$ cat src/rtl/thd_pkg.sv
package thd_pkg;
  parameter int CH_W   = 3;
  parameter int TS_W   = 16;
  parameter int NCH    = 1 << CH_W;
  parameter int WORD_W = 1 + CH_W + TS_W;

  typedef struct packed {
    logic            lead;
    logic [CH_W-1:0] ch;
    logic [TS_W-1:0] ts;
  } hit_word_t;

  // Build a FIFO record; a forced close carries the saturated time.
  function automatic hit_word_t make_word(input logic lead,
                                          input logic [CH_W-1:0] ch,
                                          input logic [TS_W-1:0] ts,
                                          input logic forced);
    hit_word_t w;
    w.lead = lead;
    w.ch   = ch;
    w.ts   = forced ? {TS_W{1'b1}} : ts;
    return w;
  endfunction

  // Pulse duration in periods from a leading/trailing pair (modulo wrap).
  function automatic logic [TS_W-1:0] tot_periods(input logic [TS_W-1:0] t_lead,
                                                  input logic [TS_W-1:0] t_trail);
    return t_trail - t_lead;
  endfunction
endpackage

$ cat src/rtl/thd_sync.sv
module thd_sync #(
  parameter int W = 16
) (
  input  logic         clk,
  input  logic         rst_n,
  input  logic [W-1:0] d_async,
  output logic [W-1:0] d_sync
);
  logic [W-1:0] stage1;

  always_ff @(posedge clk) begin
    if (!rst_n) begin
      stage1 <= '0;
      d_sync <= '0;
    end else begin
      stage1 <= d_async;
      d_sync <= stage1;
    end
  end
endmodule

$ cat src/rtl/thd_scan.sv
module thd_scan import thd_pkg::*; (
  input  logic            clk,
  input  logic            rst_n,
  output logic [CH_W-1:0] slot,
  output logic [TS_W-1:0] period_cnt,
  output logic            period_end
);
  localparam logic [CH_W-1:0] SLOT_LAST = CH_W'(NCH - 1);

  assign period_end = (slot == SLOT_LAST);

  always_ff @(posedge clk) begin
    if (!rst_n) begin
      slot       <= '0;
      period_cnt <= '0;
    end else begin
      slot <= slot + 1'b1;
      if (period_end) period_cnt <= period_cnt + 1'b1;
    end
  end
endmodule

$ cat src/rtl/thd_chan.sv
module thd_chan #(
  parameter int MAX_OPEN = 255
) (
  input  logic clk,
  input  logic rst_n,
  input  logic visit,
  input  logic low_s,
  input  logic rd_s,
  output logic ev_lead,
  output logic ev_trail,
  output logic ev_force,
  output logic open_o
);
  localparam int AGE_W = $clog2(MAX_OPEN + 1);
  localparam logic [AGE_W-1:0] AGE_LIMIT = AGE_W'(MAX_OPEN - 1);

  logic             prev_rd;
  logic             open_q;
  logic [AGE_W-1:0] age_q;
  logic             rise, fall;

  always_comb begin
    rise     = rd_s & ~prev_rd;
    fall     = ~rd_s & prev_rd;
    ev_lead  = visit & ~open_q & rise & low_s;
    ev_trail = visit & open_q & fall;
    ev_force = visit & open_q & ~fall & (age_q == AGE_LIMIT);
  end

  assign open_o = open_q;

  always_ff @(posedge clk) begin
    if (!rst_n) begin
      prev_rd <= 1'b0;
      open_q  <= 1'b0;
      age_q   <= '0;
    end else if (visit) begin
      prev_rd <= rd_s;
      if (ev_lead) begin
        open_q <= 1'b1;
        age_q  <= '0;
      end else if (ev_trail || ev_force) begin
        open_q <= 1'b0;
      end else if (open_q) begin
        age_q <= age_q + 1'b1;
      end
    end
  end
endmodule

$ cat src/rtl/thd_fifo.sv
module thd_fifo #(
  parameter int DEPTH = 16,
  parameter int W     = 20
) (
  input  logic         clk,
  input  logic         rst_n,
  input  logic         push,
  input  logic [W-1:0] wdata,
  input  logic         pop,
  output logic         full,
  output logic         valid,
  output logic [W-1:0] head
);
  localparam int PTR_W = $clog2(DEPTH);

  logic [W-1:0]     mem [DEPTH];
  logic [PTR_W-1:0] wr_ptr, rd_ptr;
  logic [PTR_W:0]   count;
  logic             do_push, do_pop;

  assign full    = (count == (PTR_W+1)'(DEPTH));
  assign valid   = (count != '0);
  assign head    = mem[rd_ptr];
  assign do_push = push & ~full;
  assign do_pop  = pop & valid;

  always_ff @(posedge clk) begin
    if (do_push) mem[wr_ptr] <= wdata;
  end

  always_ff @(posedge clk) begin
    if (!rst_n) begin
      wr_ptr <= '0;
      rd_ptr <= '0;
      count  <= '0;
    end else begin
      if (do_push) wr_ptr <= wr_ptr + 1'b1;
      if (do_pop)  rd_ptr <= rd_ptr + 1'b1;
      case ({do_push, do_pop})
        2'b10:   count <= count + 1'b1;
        2'b01:   count <= count - 1'b1;
        default: count <= count;
      endcase
    end
  end
endmodule

$ cat src/rtl/tot_hit_digitizer.sv
module tot_hit_digitizer import thd_pkg::*; #(
  parameter int FIFO_DEPTH = 16,
  parameter int MAX_OPEN   = 255,
  parameter int DROP_W     = 8
) (
  input  logic              clk,
  input  logic              rst_n,
  input  logic [NCH-1:0]    low_cmp,
  input  logic [NCH-1:0]    rd_cmp,
  input  logic              rd_en,
  output logic              fifo_valid,
  output logic [WORD_W-1:0] fifo_word,
  output logic              overflow,
  output logic [DROP_W-1:0] drop_count
);
  logic [NCH-1:0]    low_s, rd_s;
  logic [CH_W-1:0]   slot;
  logic [TS_W-1:0]   period_cnt;
  logic              period_end;
  logic [NCH-1:0]    lead_v, trail_v, force_v, open_v;
  logic              ev_valid, ev_lead, ev_force;
  logic              ev_push, ev_drop;
  logic              fifo_full;
  hit_word_t         ev_word;

  thd_sync #(.W(2*NCH)) u_sync (
    .clk     (clk),
    .rst_n   (rst_n),
    .d_async ({low_cmp, rd_cmp}),
    .d_sync  ({low_s, rd_s})
  );

  thd_scan u_scan (
    .clk        (clk),
    .rst_n      (rst_n),
    .slot       (slot),
    .period_cnt (period_cnt),
    .period_end (period_end)
  );

  for (genvar c = 0; c < NCH; c++) begin : g_chan
    thd_chan #(.MAX_OPEN(MAX_OPEN)) u_chan (
      .clk      (clk),
      .rst_n    (rst_n),
      .visit    (slot == CH_W'(c)),
      .low_s    (low_s[c]),
      .rd_s     (rd_s[c]),
      .ev_lead  (lead_v[c]),
      .ev_trail (trail_v[c]),
      .ev_force (force_v[c]),
      .open_o   (open_v[c])
    );
  end

  // Only the visited channel can raise an event, so OR-reduction selects it.
  assign ev_lead  = |lead_v;
  assign ev_force = |force_v;
  assign ev_valid = ev_lead | ev_force | (|trail_v);
  assign ev_word  = make_word(ev_lead, slot, period_cnt, ev_force);
  assign ev_push  = ev_valid & ~fifo_full;
  assign ev_drop  = ev_valid & fifo_full;

  thd_fifo #(.DEPTH(FIFO_DEPTH), .W(WORD_W)) u_fifo (
    .clk   (clk),
    .rst_n (rst_n),
    .push  (ev_push),
    .wdata (ev_word),
    .pop   (rd_en),
    .full  (fifo_full),
    .valid (fifo_valid),
    .head  (fifo_word)
  );

  always_ff @(posedge clk) begin
    if (!rst_n) begin
      overflow   <= 1'b0;
      drop_count <= '0;
    end else if (ev_drop) begin
      overflow <= 1'b1;
      if (drop_count != {DROP_W{1'b1}}) drop_count <= drop_count + 1'b1;
    end
  end
endmodule

$ cat config.mk
export PLATFORM = sky130hd
export DESIGN_NAME = tot_hit_digitizer
export DESIGN_NICKNAME = d
export VERILOG_FILES = /design/src/rtl/thd_pkg.sv /design/src/rtl/thd_sync.sv /design/src/rtl/thd_scan.sv /design/src/rtl/thd_chan.sv /design/src/rtl/thd_fifo.sv /design/src/rtl/tot_hit_digitizer.sv
export SDC_FILE = /design/constraint.sdc
export NUM_CORES = 1
export LEC_CHECK = 0
export BUFFER_PORTS_ARGS = -buffer_cell sky130_fd_sc_hd__buf_2
export CAP_MARGIN = 10
export CELL_PAD_IN_SITES_DETAIL_PLACEMENT = 1
export CELL_PAD_IN_SITES_GLOBAL_PLACEMENT = 1
export CORE_MARGIN = 5
export CORE_UTILIZATION = 50
export DETAILED_ROUTE_END_ITERATION = 8
export GPL_TIMING_DRIVEN = 0
export PLACE_DENSITY = 0.83
export SLEW_MARGIN = 20
export SYNTH_ARGS = -nofsm -noshare
export SYNTH_HDL_FRONTEND = slang
export SYNTH_SLANG_ARGS = --single-unit
$ cat constraint.sdc
create_clock -name clk -period 7.7 [get_ports clk]
set_input_delay 0.77 -clock clk [delete_from_list [all_inputs] [get_ports clk]]
set_output_delay 0.77 -clock clk [all_outputs]
set_load 0.05 [all_outputs]
==> summary.txt, run 1 <==
Logic synthesis
  • Post-synth net total: 1,308
  • Main combinational cell family by area after synthesis: multiplexers
  • Yosys cell types: 59
  • Synthesized cell area: 0.01911 mm2
  • Mux share of post-synthesis cell area: 12.41%
  • Post-synth EDFFs: 320
  • Async SR Flop Fraction: 0%
  • Synth Area in Compound Gates: 3.332%
  • Synth Area in XOR/XNOR: 2.841%
  • Yosys warns: 0
  • Synth Flop Type: edfxtp_1
  • Post-Syn Instances: 1,256
  • Syn Area/Cell: 15.22 um2
  • Seq/Total Area, Yosys: 66.72%
  • Seq cells post-synth: 477
  • Post-synthesis adder-cell area fraction: 2.160%
  • Leading area contributor after synthesis: edfxtp_1
  • Post-Synth Simple-Gate Area: 10.89%
  • Top cell type's share of synthesized area: 50.27%
  • Synth area leaders: edfxtp_1 (50%), dfxtp_1 (16%), mux4_2 (12%)

Power
  • Power Total: 0.005249 W
  • PD cells: 242.5 mW/mm2
  • VDD IR max: 0.0001434 V
  • Leak: 7.237 nW

Clocking
  • # hold bufs at CTS: 0
  • Clk_lat worst skew: 580 ps
  • Post-CTS Setup Bufs: 0
  • Clock transition at path regs: 60 ps
  • TritonCTS buffer count: 49
  • Cts repair resizes: 0
  • CTS tree: yes
  • CTS max path bufs: 3
  • CTS Sinks: 477
  • CTS H-tree depth: 2
  • Clk root buf: clkbuf_16

Die
  • Initial Util: 50.74%
  • Die area: 0.04224 mm2
  • Die Wd: 205.5 um
  • Die Ht: 205.5 um
  • Core ar.: 0.03767 mm2
  • I/O pin total: 49
  • # rows: 71

STA
  • Final Skew: 16.08 ps
  • Final Cycle Share: 69.35%
  • Max Freq: 187.3 MHz
  • Max Slew Vio Count: 0
  • Post-layout min period: 5340 ps
  • Hold Vio Cnt, Final: 0
  • Unrepaired setup endpoints after global routing: no
  • Worst-Margin Slew: 1101 ps
  • Setup tns final: 0 ps
  • Minimum hold slack: 401.1 ps
  • Final setup viols: 0
  • Worst relative slew slack: 26.61%

Setup path
  • R2R depth: 22
  • CP max stage cell: dfxtp_1
  • CP max FO: 18
  • Crit path launch type: register
  • CP max stage delay: 780 ps
  • CP Capture Type: register
  • Setup slack, reg-to-reg: 2360 ps
  • R2r endpoint: u_fifo.count[4]$_SDFFE_PN0P_
  • Worst EP arrival: 5840 ps
  • Setup Crit Path Kind: register to register
  • Reg2reg start: u_scan.slot[2]$_SDFF_PN0_
  • Worst EP required: 8200 ps
  • Worst path cell trace: buf_6 -> buf_6 -> inv_1 -> ha_1 -> nand2_1 -> nor4b_1 -> nor4_1 -> and4_1 -> buf_2 -> a21oi_2 -> buf_2 -> inv_1 -> ha_1 -> clkbuf_1 -> xor2_1 -> ha_1 -> o21ai_0 -> a21oi_1 -> a21oi_1 -> xor2_1 -> or3_1 -> a21oi_1

Global routing
  • First-pass GRT wire length: 72,370 um
  • Largest net degree at the start of global routing: 21
  • Overflow after GRT: 0
  • Global Route Usage Sum: 22.91%
  • Vias in the first global route: 12,127
  • Initial antenna violation count: 0

Finish
  • Most common cell after layout, fill and taps aside: edfxtp_1
  • Layout cell share with drive strength beyond 1: 18.68%
  • Fillers: 3,621
  • P&R area growth vs syn: 13.26%
  • Final net count: 1,407
  • Ant. Diodes: 0
  • Most frequent cells in the layout: edfxtp_1 (320), dfxtp_1 (157), mux4_2 (100)

Job
  • Max_cap viols: 0

Min path
  • Hold Path End: u_sync.stage1[13]$_SDFF_PN0_
  • Min-delay worst type: input port to register
  • Worst Hold Depth: 2
  • Hold Startpoint: low_cmp[5]

Routing
  • Drt via density: 5.855
  • Total number of vias: 11,143
  • DR WL/cell: 24.80 um
  • 1st-pass router iterations: 5
  • Routed Antenna Nets: 0
  • Drt initial violations: 908
  • Final WL: 47,200 um
  • # DRC: 0

Outcome
  • Status: finished clean

Placement
  • Port Buffers: 47
  • DP Wirelength: 28,550 um
  • GP Congestion: 0.8151
## cell families after synthesis
family / Yosys count
adder cells (fa/ha/maj): 33
AO/OA/AOI/OAI: 105
multiplexers: 112
buffers and inverters: 78
AND/OR/NAND/NOR: 389
flip-flops: 477
XOR/XNOR: 62
## final cells by class
cell class / count / area [um2] / share of cell area (%)
Tap cell: 511 / 639.4 / 2.954
Sequential cell: 477 / 12750 / 58.91
Multi-Input combinational cell: 701 / 6067 / 28.03
Clock inverter: 15 / 219.0 / 1.012
Clock buffer: 73 / 1398 / 6.456
Inverter: 28 / 105.1 / 0.4855
Buffer: 50 / 216.5 / 0.9999
Timing Repair Buffer: 48 / 250.2 / 1.156
## metal layers
metal  track usage, %  up-vias  share of wire (%)
li1                 -     4964                  -
met1            27.95     5664                 38
met2            40.96      409                 52
met3            4.712      106                6.4
met4            7.249        0                3.2
met5                0        -                  0
## state kept, by name, summed over array words and instances, names as in the netlist, named ones only
name	count
u_fifo.mem	320
g_chan.u_chan.age_q	64
u_scan.period_cnt	16
u_sync.d_sync	16
u_sync.stage1	16
drop_count	8
g_chan.u_chan.open_o	8
g_chan.u_chan.prev_rd	8
u_fifo.count	5
u_fifo.rd_ptr	4
u_fifo.wr_ptr	4
u_scan.slot	3
overflow	1
## per-stage QoR
stage	cells	cell area, um2	util, %	setup slack, ps
2_1_floorplan	1256	19110	-	3785
3_3_place_gp	1814	19990	53.07	2670
3_5_place_dp	1815	20020	53.16	2512
4_1_cts	1903	21640	57.45	2386
5_1_grt	1903	21650	57.47	2038
6_report	1903	21650	57.47	2360
## critical path: cells and delay by family (launching register included)
family	cells	cell delay, ps
DFF	1	780
AOI/OAI and AO/OA	5	720
buffers and inverters	7	1370
adders and majority gates	3	620
xor gates and xnor gates	2	360
and+or+nand+nor	5	1410
## cell usage after synthesis (12+ instances only)
cell type    n
ha_1        33
xor2_1      45
and2_1      37
nand2_1     62
inv_1       27
and3_1      23
xnor2_1     17
dfxtp_1    157
or3_1       21
mux2i_1     12
edfxtp_1   320
clkbuf_1    37
nand2b_1    33
a21oi_1     35
nor2_1      95
mux4_2     100
nand3_1     34
o21ai_0     32
nand4_1     23
## worst max path at each step
| stage | start | end | slack (ps) | depth (start not counted) |
|---|---|---|---|---|
| 2_1_floorplan | u_scan.slot[0]$_SDFF_PN0_ | u_fifo.count[4]$_SDFFE_PN0P_ | 3780 | 19 |
| 3_3_place_gp | u_scan.slot[0]$_SDFF_PN0_ | u_fifo.count[4]$_SDFFE_PN0P_ | 2670 | 20 |
| 3_5_place_dp | u_scan.slot[0]$_SDFF_PN0_ | u_fifo.count[4]$_SDFFE_PN0P_ | 2510 | 20 |
| 4_1_cts | u_scan.slot[0]$_SDFF_PN0_ | u_fifo.count[4]$_SDFFE_PN0P_ | 2390 | 20 |
| 5_1_grt | u_scan.slot[2]$_SDFF_PN0_ | u_fifo.count[4]$_SDFFE_PN0P_ | 2040 | 22 |
| 6_report | u_scan.slot[2]$_SDFF_PN0_ | u_fifo.count[4]$_SDFFE_PN0P_ | 2360 | 22 |
## power by group
group	internal (W)	leakage (nW)	switching (W)
logic	0.0000483	2.23	0.0000749
registers	0.00272	4.22	0.0000122
clock network	0.00142	0.786	0.000970
total	0.00419	7.24	0.00106
Power figures use the tool's default switching activity.
==> inputs of run 2 (changes only) <==
==> constraint.sdc (replaced) <==
create_clock -name clk -period 5.37 [get_ports clk]
set_input_delay 0.537 -clock clk [delete_from_list [all_inputs] [get_ports clk]]
set_output_delay 0.537 -clock clk [all_outputs]
set_load 0.05 [all_outputs]
==> summary.txt, run 2 (same netlist as run 1, synthesis figures left out) <==
Outcome
  • Status: finished clean

Finish
  • Layout cell share with drive strength beyond 1: 19.11% (+0.43 points)
  • Largest registers: u_fifo.mem (320), g_chan.u_chan.age_q (64)
  • Most common cell after layout, fill and taps aside: edfxtp_1
  • Largest register FFs: 320 (unchanged)
  • Biggest register: u_fifo.mem
  • Post-route cell area: 0.02167 mm2 (+0.10%)
  • Fin util: 57.53% (+0.060 points)
  • Ant. Diodes: 0 (unchanged)
  • P&R area growth vs syn: 13.37%
  • Final net count: 1,407 (unchanged)
  • Most frequent cells in the layout: edfxtp_1 (320), dfxtp_1 (154), mux4_2 (100)

STA
  • Hold Vio Cnt, Final: 0 (unchanged)
  • Final setup viols: 0 (unchanged)
  • Worst relative slew slack: 27.46% (+0.85 points)
  • Setup tns final: 0 ps (unchanged)
  • Max Slew Vio Count: 0 (unchanged)
  • Final Cycle Share: 91.81% (+22 points)
  • Unrepaired setup endpoints after global routing: no
  • Max Freq: 202.8 MHz (+8.3%)
  • Final Skew: 17.02 ps (+0.9427 ps)
  • Post-layout min period: 4930 ps (-410.0 ps)
  • Worst-Margin Slew: 1088 ps (-12.71 ps)

Routing
  • Total number of vias: 11,173 (+0.27%)
  • 1st-pass router iterations: 5 (unchanged)
  • Drt initial violations: 867 (-4.5%)
  • Routed Antenna Nets: 0 (unchanged)
  • Drt via density: 5.871 (+0.27%)
  • # DRC: 0 (unchanged)
  • Final WL: 47,290 um (+0.19%)
  • DR WL/cell: 24.85 um (+0.19%)

Power
  • Leak: 7.241 nW (about the same)
  • Sw Ratio: 20.18% (+0.033 points)
  • Comb power frac: 2.4% (about the same)
  • Sw Pwr: 0.001519 W (+44%)
  • Clock power share: 45.6% (about the same)
  • PD cells: 347.5 mW/mm2 (+43%)
  • Int Power: 0.006011 W (+43%)
  • Sequential power share: 52.0% (about the same)
  • VDD IR max: 0.0002056 V (+43%)

Placement
  • Port Buffers: 47 (unchanged)
  • GP Congestion: 0.8151 (unchanged)
  • DP Wirelength: 28,550 um (unchanged)
  • Post-DP Area: 0.02002 mm2 (unchanged)

Die
  • Core ar.: 0.03767 mm2 (unchanged)
  • Die area: 0.04224 mm2 (unchanged)
  • Die Ht: 205.5 um (unchanged)
  • I/O pin total: 49 (unchanged)
  • # rows: 71 (unchanged)
  • Die Wd: 205.5 um (unchanged)
  • Initial Util: 50.74% (unchanged)

Setup path
  • Worst EP required: 5870 ps (-2330 ps)
  • Worst EP arrival: 5430 ps (-410 ps)
  • CP max FO: 20 (+2)
  • Setup Crit Path Kind: register to register
  • CP Capture Type: register
  • Crit path launch type: register

Global routing
  • Global Route Usage Sum: 22.91% (unchanged)
  • Vias in the first global route: 12,127 (unchanged)
  • First-pass GRT wire length: 72,370 um (unchanged)
  • Largest net degree at the start of global routing: 21 (unchanged)
  • Overflow after GRT: 0 (unchanged)
  • Initial antenna violation count: 0 (unchanged)

Clocking
  • Clk_lat worst skew: 580 ps (about the same)
  • CTS H-tree depth: 2 (unchanged)
  • CTS max path bufs: 3 (unchanged)
  • CTS Sinks: 477 (unchanged)
  • TritonCTS buffer count: 49 (unchanged)
  • Clock transition at path regs: 60 ps (about the same)
  • Clk root buf: clkbuf_16
  • CTS tree: yes

Job
  • Max_cap viols: 0 (unchanged)

Min path
  • Min-delay worst type: input port to register
[run 2: cell counts in the layout (fill, tap and decap cells not counted)]
Identical to the previous run, type by type.
[run 2: cell type report]
cell class / instances / area [um2]
repair buffers: 48 / 250.2
flip-flops and latches: 477 / 12760
clock inverters: 15 / 219.0
fillers: 3615 / 16000
multi-input cells: 701 / 6086
inverters: 28 / 105.1
plain buffers: 50 / 216.5
clock buffers: 73 / 1398
well taps: 511 / 639.4
[run 2: power by group through the flow]
stage / sequential [W] / clock [W] / combinational (W)
floorplan: 0.00399 / 0 / 0.000126
global placement: 0.00399 / 0 / 0.000171
detailed placement: 0.00399 / 0 / 0.000176
CTS: 0.00392 / 0.00349 / 0.000179
global route: 0.00392 / 0.00368 / 0.000191
finish: 0.00392 / 0.00344 / 0.000177
[run 2: worst paths after layout]
path              slack, ps                        start                      endpoint  cells after the start
setup / recovery        440    u_scan.slot[0]$_SDFF_PN0_  u_fifo.count[4]$_SDFFE_PN0P_                     19
hold / removal          170                   low_cmp[5]  u_sync.stage1[13]$_SDFF_PN0_                      2
setup reg to reg        440    u_scan.slot[0]$_SDFF_PN0_  u_fifo.count[4]$_SDFFE_PN0P_                     19
hold reg to reg         430  u_sync.stage1[4]$_SDFF_PN0_   u_sync.d_sync[4]$_SDFF_PN0_                      1
[run 2: critical path, cell delays in order (launching register included)]
cell and delay, ps:
dfxtp_2 430, inv_1 130, ha_1 280, nor2b_1 260
nor4b_1 770, nor4_1 220, and3_4 260, a21oi_2 250
buf_2 270, inv_1 90, ha_1 200, clkbuf_1 220
xor2_1 190, ha_1 250, o21ai_0 150, a21oi_1 110
a21oi_1 200, xor2_1 110, or3_1 320, a21oi_1 140
[run 2: what timing repair did]
item,CTS,global route
setup endpoints to repair,0,1
buffers inserted,0,0
resized for setup,0,6
hold buffers,0,0
[run 2: metal layers]
| metal | track usage, % | wire length, um | up-vias |
|---|---|---|---|
| met5 | 0 | 0 | - |
| met4 | 7.249 | 1462 | 0 |
| met3 | 4.712 | 2877 | 107 |
| met2 | 40.96 | 24670 | 403 |
| met1 | 27.95 | 18270 | 5694 |
| li1 | - | - | 4969 |
[run 2: metrics by stage]
stage	hold slack [ps]	power [W]	setup WS [ps]	instances
2_1_floorplan	411.9	0.004112	1455	1256
3_3_place_gp	419.4	0.004163	340.2	1814
3_5_place_dp	423.8	0.004170	182.2	1815
4_1_cts	141.0	0.007584	56.09	1903
5_1_grt	146.8	0.007786	49.13	1903
6_report	167.6	0.007530	439.8	1903
==> inputs of run 3 (changes only) <==
--- a/config.mk
+++ b/config.mk
@@ -5,6 +5,7 @@
 export SDC_FILE = /design/constraint.sdc
 export NUM_CORES = 1
 export LEC_CHECK = 0
+export ABC_AREA = 1
 export BUFFER_PORTS_ARGS = -buffer_cell sky130_fd_sc_hd__buf_2
 export CAP_MARGIN = 10
 export CELL_PAD_IN_SITES_DETAIL_PLACEMENT = 1
@@ -13,7 +14,7 @@
 export CORE_UTILIZATION = 50
 export DETAILED_ROUTE_END_ITERATION = 8
 export GPL_TIMING_DRIVEN = 0
-export PLACE_DENSITY = 0.83
+export PLACE_DENSITY_LB_ADDON = 0.12
 export SLEW_MARGIN = 20
 export SYNTH_ARGS = -nofsm -noshare
 export SYNTH_HDL_FRONTEND = slang
==> summary.txt, run 3 <==
Outcome
  • Status: finished clean

Clocking
  • Post-CTS Setup Bufs: 0 (unchanged)
  • Clk_lat worst skew: 610 ps (+30 ps)
  • # hold bufs at CTS: 0 (unchanged)
  • Clock transition at path regs: 60 ps (about the same)
  • TritonCTS buffer count: 50 (+2.0%)
  • CTS tree: yes
  • Clk root buf: clkbuf_16
  • CTS Sinks: 477 (unchanged)
  • CTS max path bufs: 3 (unchanged)
  • Cts repair resizes: 0 (unchanged)
  • CTS H-tree depth: 2 (unchanged)

Die
  • Die Wd: 211.7 um (+3.0%)
  • Die Ht: 211.7 um (+3.0%)
  • Initial Util: 50.84% (+0.091 points)
  • # rows: 73 (+2.8%)
  • Core ar.: 0.04001 mm2 (+6.2%)
  • I/O pin total: 49 (unchanged)
  • Die area: 0.04481 mm2 (+6.1%)

Global routing
  • Initial antenna violation count: 0 (unchanged)
  • First-pass GRT wire length: 87,800 um (+21%)
  • Largest net degree at the start of global routing: 21 (unchanged)
  • Overflow after GRT: 0 (unchanged)
  • Vias in the first global route: 15,657 (+29%)
  • Global Route Usage Sum: 25.26% (+2.3 points)

Routing
  • Drt initial violations: 1,005 (+16%)
  • Routed Antenna Nets: 0 (unchanged)
  • Final WL: 56,150 um (+19%)
  • # DRC: 0 (unchanged)
  • DR WL/cell: 21.37 um (-14%)
  • 1st-pass router iterations: 7 (+2)
  • Drt via density: 5.572 (-5.1%)
  • Total number of vias: 14,642 (+31%)

Setup path
  • Setup Crit Path Kind: register to register
  • CP max stage delay: 960 ps (+190 ps)
  • Worst path cell trace: ha_1 -> ha_1 -> buf_2 -> nand2_1 -> nor2_1 -> nand2_1 -> o21ai_0 -> nor2_1 -> nand2_1 -> nor2_2 -> nand2_4 -> nand2_2 -> ha_1 -> xor2_1 -> ha_1 -> inv_1 -> nand2_1 -> nand2_1 -> nand2_1 -> a21oi_1 -> xor2_1 -> nand2_1 -> a21oi_1
  • Crit path launch type: register
  • CP Capture Type: register
  • Cell family with most CP delay: simple AND/OR/NAND/NOR gates
  • Worst EP required: 5880 ps (about the same)
  • Worst path bufs/invs: 2 (-2)
  • Worst path most repeated cell: nand2_1
  • CP max stage cell: dfxtp_1
  • CP max FO: 19 (-5.0%)
  • Worst EP arrival: 5380 ps (-50 ps)

Logic synthesis
  • Count leader, synth: edfxtp_1
  • Yosys warns: 0 (unchanged)
  • Yosys cell types: 36 (-39%)
  • Seq/Total Area, Yosys: 62.70% (-4.0 points)
  • Syn Area/Cell: 10.39 um2 (-32%)
  • Synth Flop Type: edfxtp_1
  • Commonest cells in the netlist: edfxtp_1 (320), inv_1 (270), nand2_1 (249), nor2_1 (180), dfxtp_1 (157)
  • Post-Syn Instances: 1,957 (+56%)
  • Synth area leaders: edfxtp_1 (47%), dfxtp_1 (15%), inv_1 (5.0%)
  • Leading area contributor after synthesis: edfxtp_1
  • Async SR Flop Fraction: 0% (unchanged)
  • Post-synth EDFFs: 320 (unchanged)
  • Top cell type's share of synthesized area: 47.25% (-3.0 points)
  • Synthesized cell area: 0.02034 mm2 (+6.4%)
  • Post-synth net total: 2,009 (+54%)
  • Seq cells post-synth: 477 (unchanged)

STA
  • Fin worst setup slack: 501.0 ps (+61.25 ps)
  • Final Skew: 33.01 ps (+15.99 ps)
  • Post-layout min period: 4869 ps (-61.25 ps)
  • Final Cycle Share: 90.67% (-1.1 points)
  • Worst relative slew slack: 34.56% (+7.1 points)
  • Unrepaired setup endpoints after global routing: no
  • Final setup viols: 0 (unchanged)
  • Worst-Margin Slew: 980.2 ps (-107.9 ps)
  • Max Slew Vio Count: 0 (unchanged)
  • Max Freq: 205.4 MHz (+1.3%)
  • Minimum hold slack: 128.6 ps (-38.96 ps)
  • Hold Vio Cnt, Final: 0 (unchanged)

Finish
  • Ant. Diodes: 0 (unchanged)
  • Fin util: 57.91% (+0.38 points)
  • Final net count: 2,115 (+50%)
  • Largest register FFs: 320 (unchanged)
  • Fin cells: 2,628 (+38%)
  • Most frequent cells in the layout: edfxtp_1 (320), inv_1 (270), nand2_1 (249)
  • P&R area growth vs syn: 13.92%
  • Largest registers: u_fifo.mem (320), g_chan.u_chan.age_q (64)
  • Layout cell share with drive strength beyond 1: 9.510% (-9.6 points)
  • Biggest register: u_fifo.mem
  • Most common cell after layout, fill and taps aside: edfxtp_1

Power
  • Leak: 8.676 nW (+20%)
  • PD cells: 415.0 mW/mm2 (+19%)
  • VDD IR max: 0.0002096 V (+1.9%)

Min path
  • Min-delay worst type: input port to register

Placement
  • DP Wirelength: 37,830 um (+33%)
  • Port Buffers: 48 (+2.1%)
  • Dpl ws: 567.5 ps (+385.3 ps)
  • GP Congestion: 0.8025 (-1.5%)
  • Placed cells: 2,536 (+40%)

Job
  • Max_cap viols: 0 (unchanged)
==> run 3: cell count changes after synthesis, sizes merged, moves of 21 or more <==
| cell | change |
|---|---|
| a21oi | +120 |
| and2 | -37 |
| and3 | -23 |
| inv | +247 |
| mux2i | +68 |
| mux4 | -100 |
| nand2 | +202 |
| nand2b | -33 |
| nand3 | +65 |
| nor2 | +93 |
| o211ai | +78 |
| o21ai | +97 |
| or3 | -21 |
==> run 3: final timing paths <==
path,cells past startpoint,slack [ps],from,to
max,23,500,u_scan.slot[1]$_SDFF_PN0_,u_fifo.count[4]$_SDFFE_PN0P_
min,3,130,low_cmp[2],u_sync.stage1[10]$_SDFF_PN0_
max reg2reg,23,500,u_scan.slot[1]$_SDFF_PN0_,u_fifo.count[4]$_SDFFE_PN0P_
min reg2reg,2,420,u_sync.stage1[3]$_SDFF_PN0_,u_sync.d_sync[3]$_SDFF_PN0_
==> run 3: cells by family after synthesis <==
group	share of synthesized area (%)
DFF	62.70
adders and majority gates	2.030
muxes	3.938
xor gates and xnor gates	1.292
AOI/OAI and AO/OA	10.58
and+or+nand+nor	12.79
buffers and inverters	6.669
==> run 3: stage by stage <==
step	area [um2]	power (W)	TNS, ps
2_1_floorplan	20340	0.005467	0
3_3_place_gp	21230	0.006068	-23560
3_5_place_dp	21520	0.006144	0
4_1_cts	23170	0.009667	0
5_1_grt	23170	0.009985	0
6_report	23170	0.009615	0
==> run 3: area by class of cell <==
cell class / instances / area, um2
Fill cell: 4303 / 16840
Sequential cell: 477 / 12750
Multi-Input combinational cell: 1132 / 6349
Clock buffer: 65 / 1349
Inverter: 274 / 1033
Tap cell: 525 / 656.9
Timing Repair Buffer: 54 / 405.4
Buffer: 74 / 322.8
Clock inverter: 27 / 300.3
==> run 3: worst register-to-register path: cells and delay by family (launching register included) <==
family          cells  cell delay [ps]
buf+inv             2              300
compound gates      3              450
xor+xnor            2              330
simple gates       12             1750
fa+ha+maj           4              990
flops               1              960
==> run 3: layer usage <==
| layer | up-vias | wire [um] | track usage (%) |
|---|---|---|---|
| met5 | - | 0 | 0 |
| met4 | 0 | 2417 | 10.42 |
| met3 | 141 | 3186 | 4.535 |
| met2 | 405 | 28440 | 44.71 |
| met1 | 7217 | 22100 | 30.49 |
| li1 | 6879 | - | - |
==> run 3: power breakdown <==
part           leakage (nW)  internal (W)  switching, W
Combinational          3.67      0.000584       0.00155
Sequential             4.21       0.00392     0.0000398
Clock                 0.801       0.00206       0.00145
Total                  8.68       0.00657       0.00305
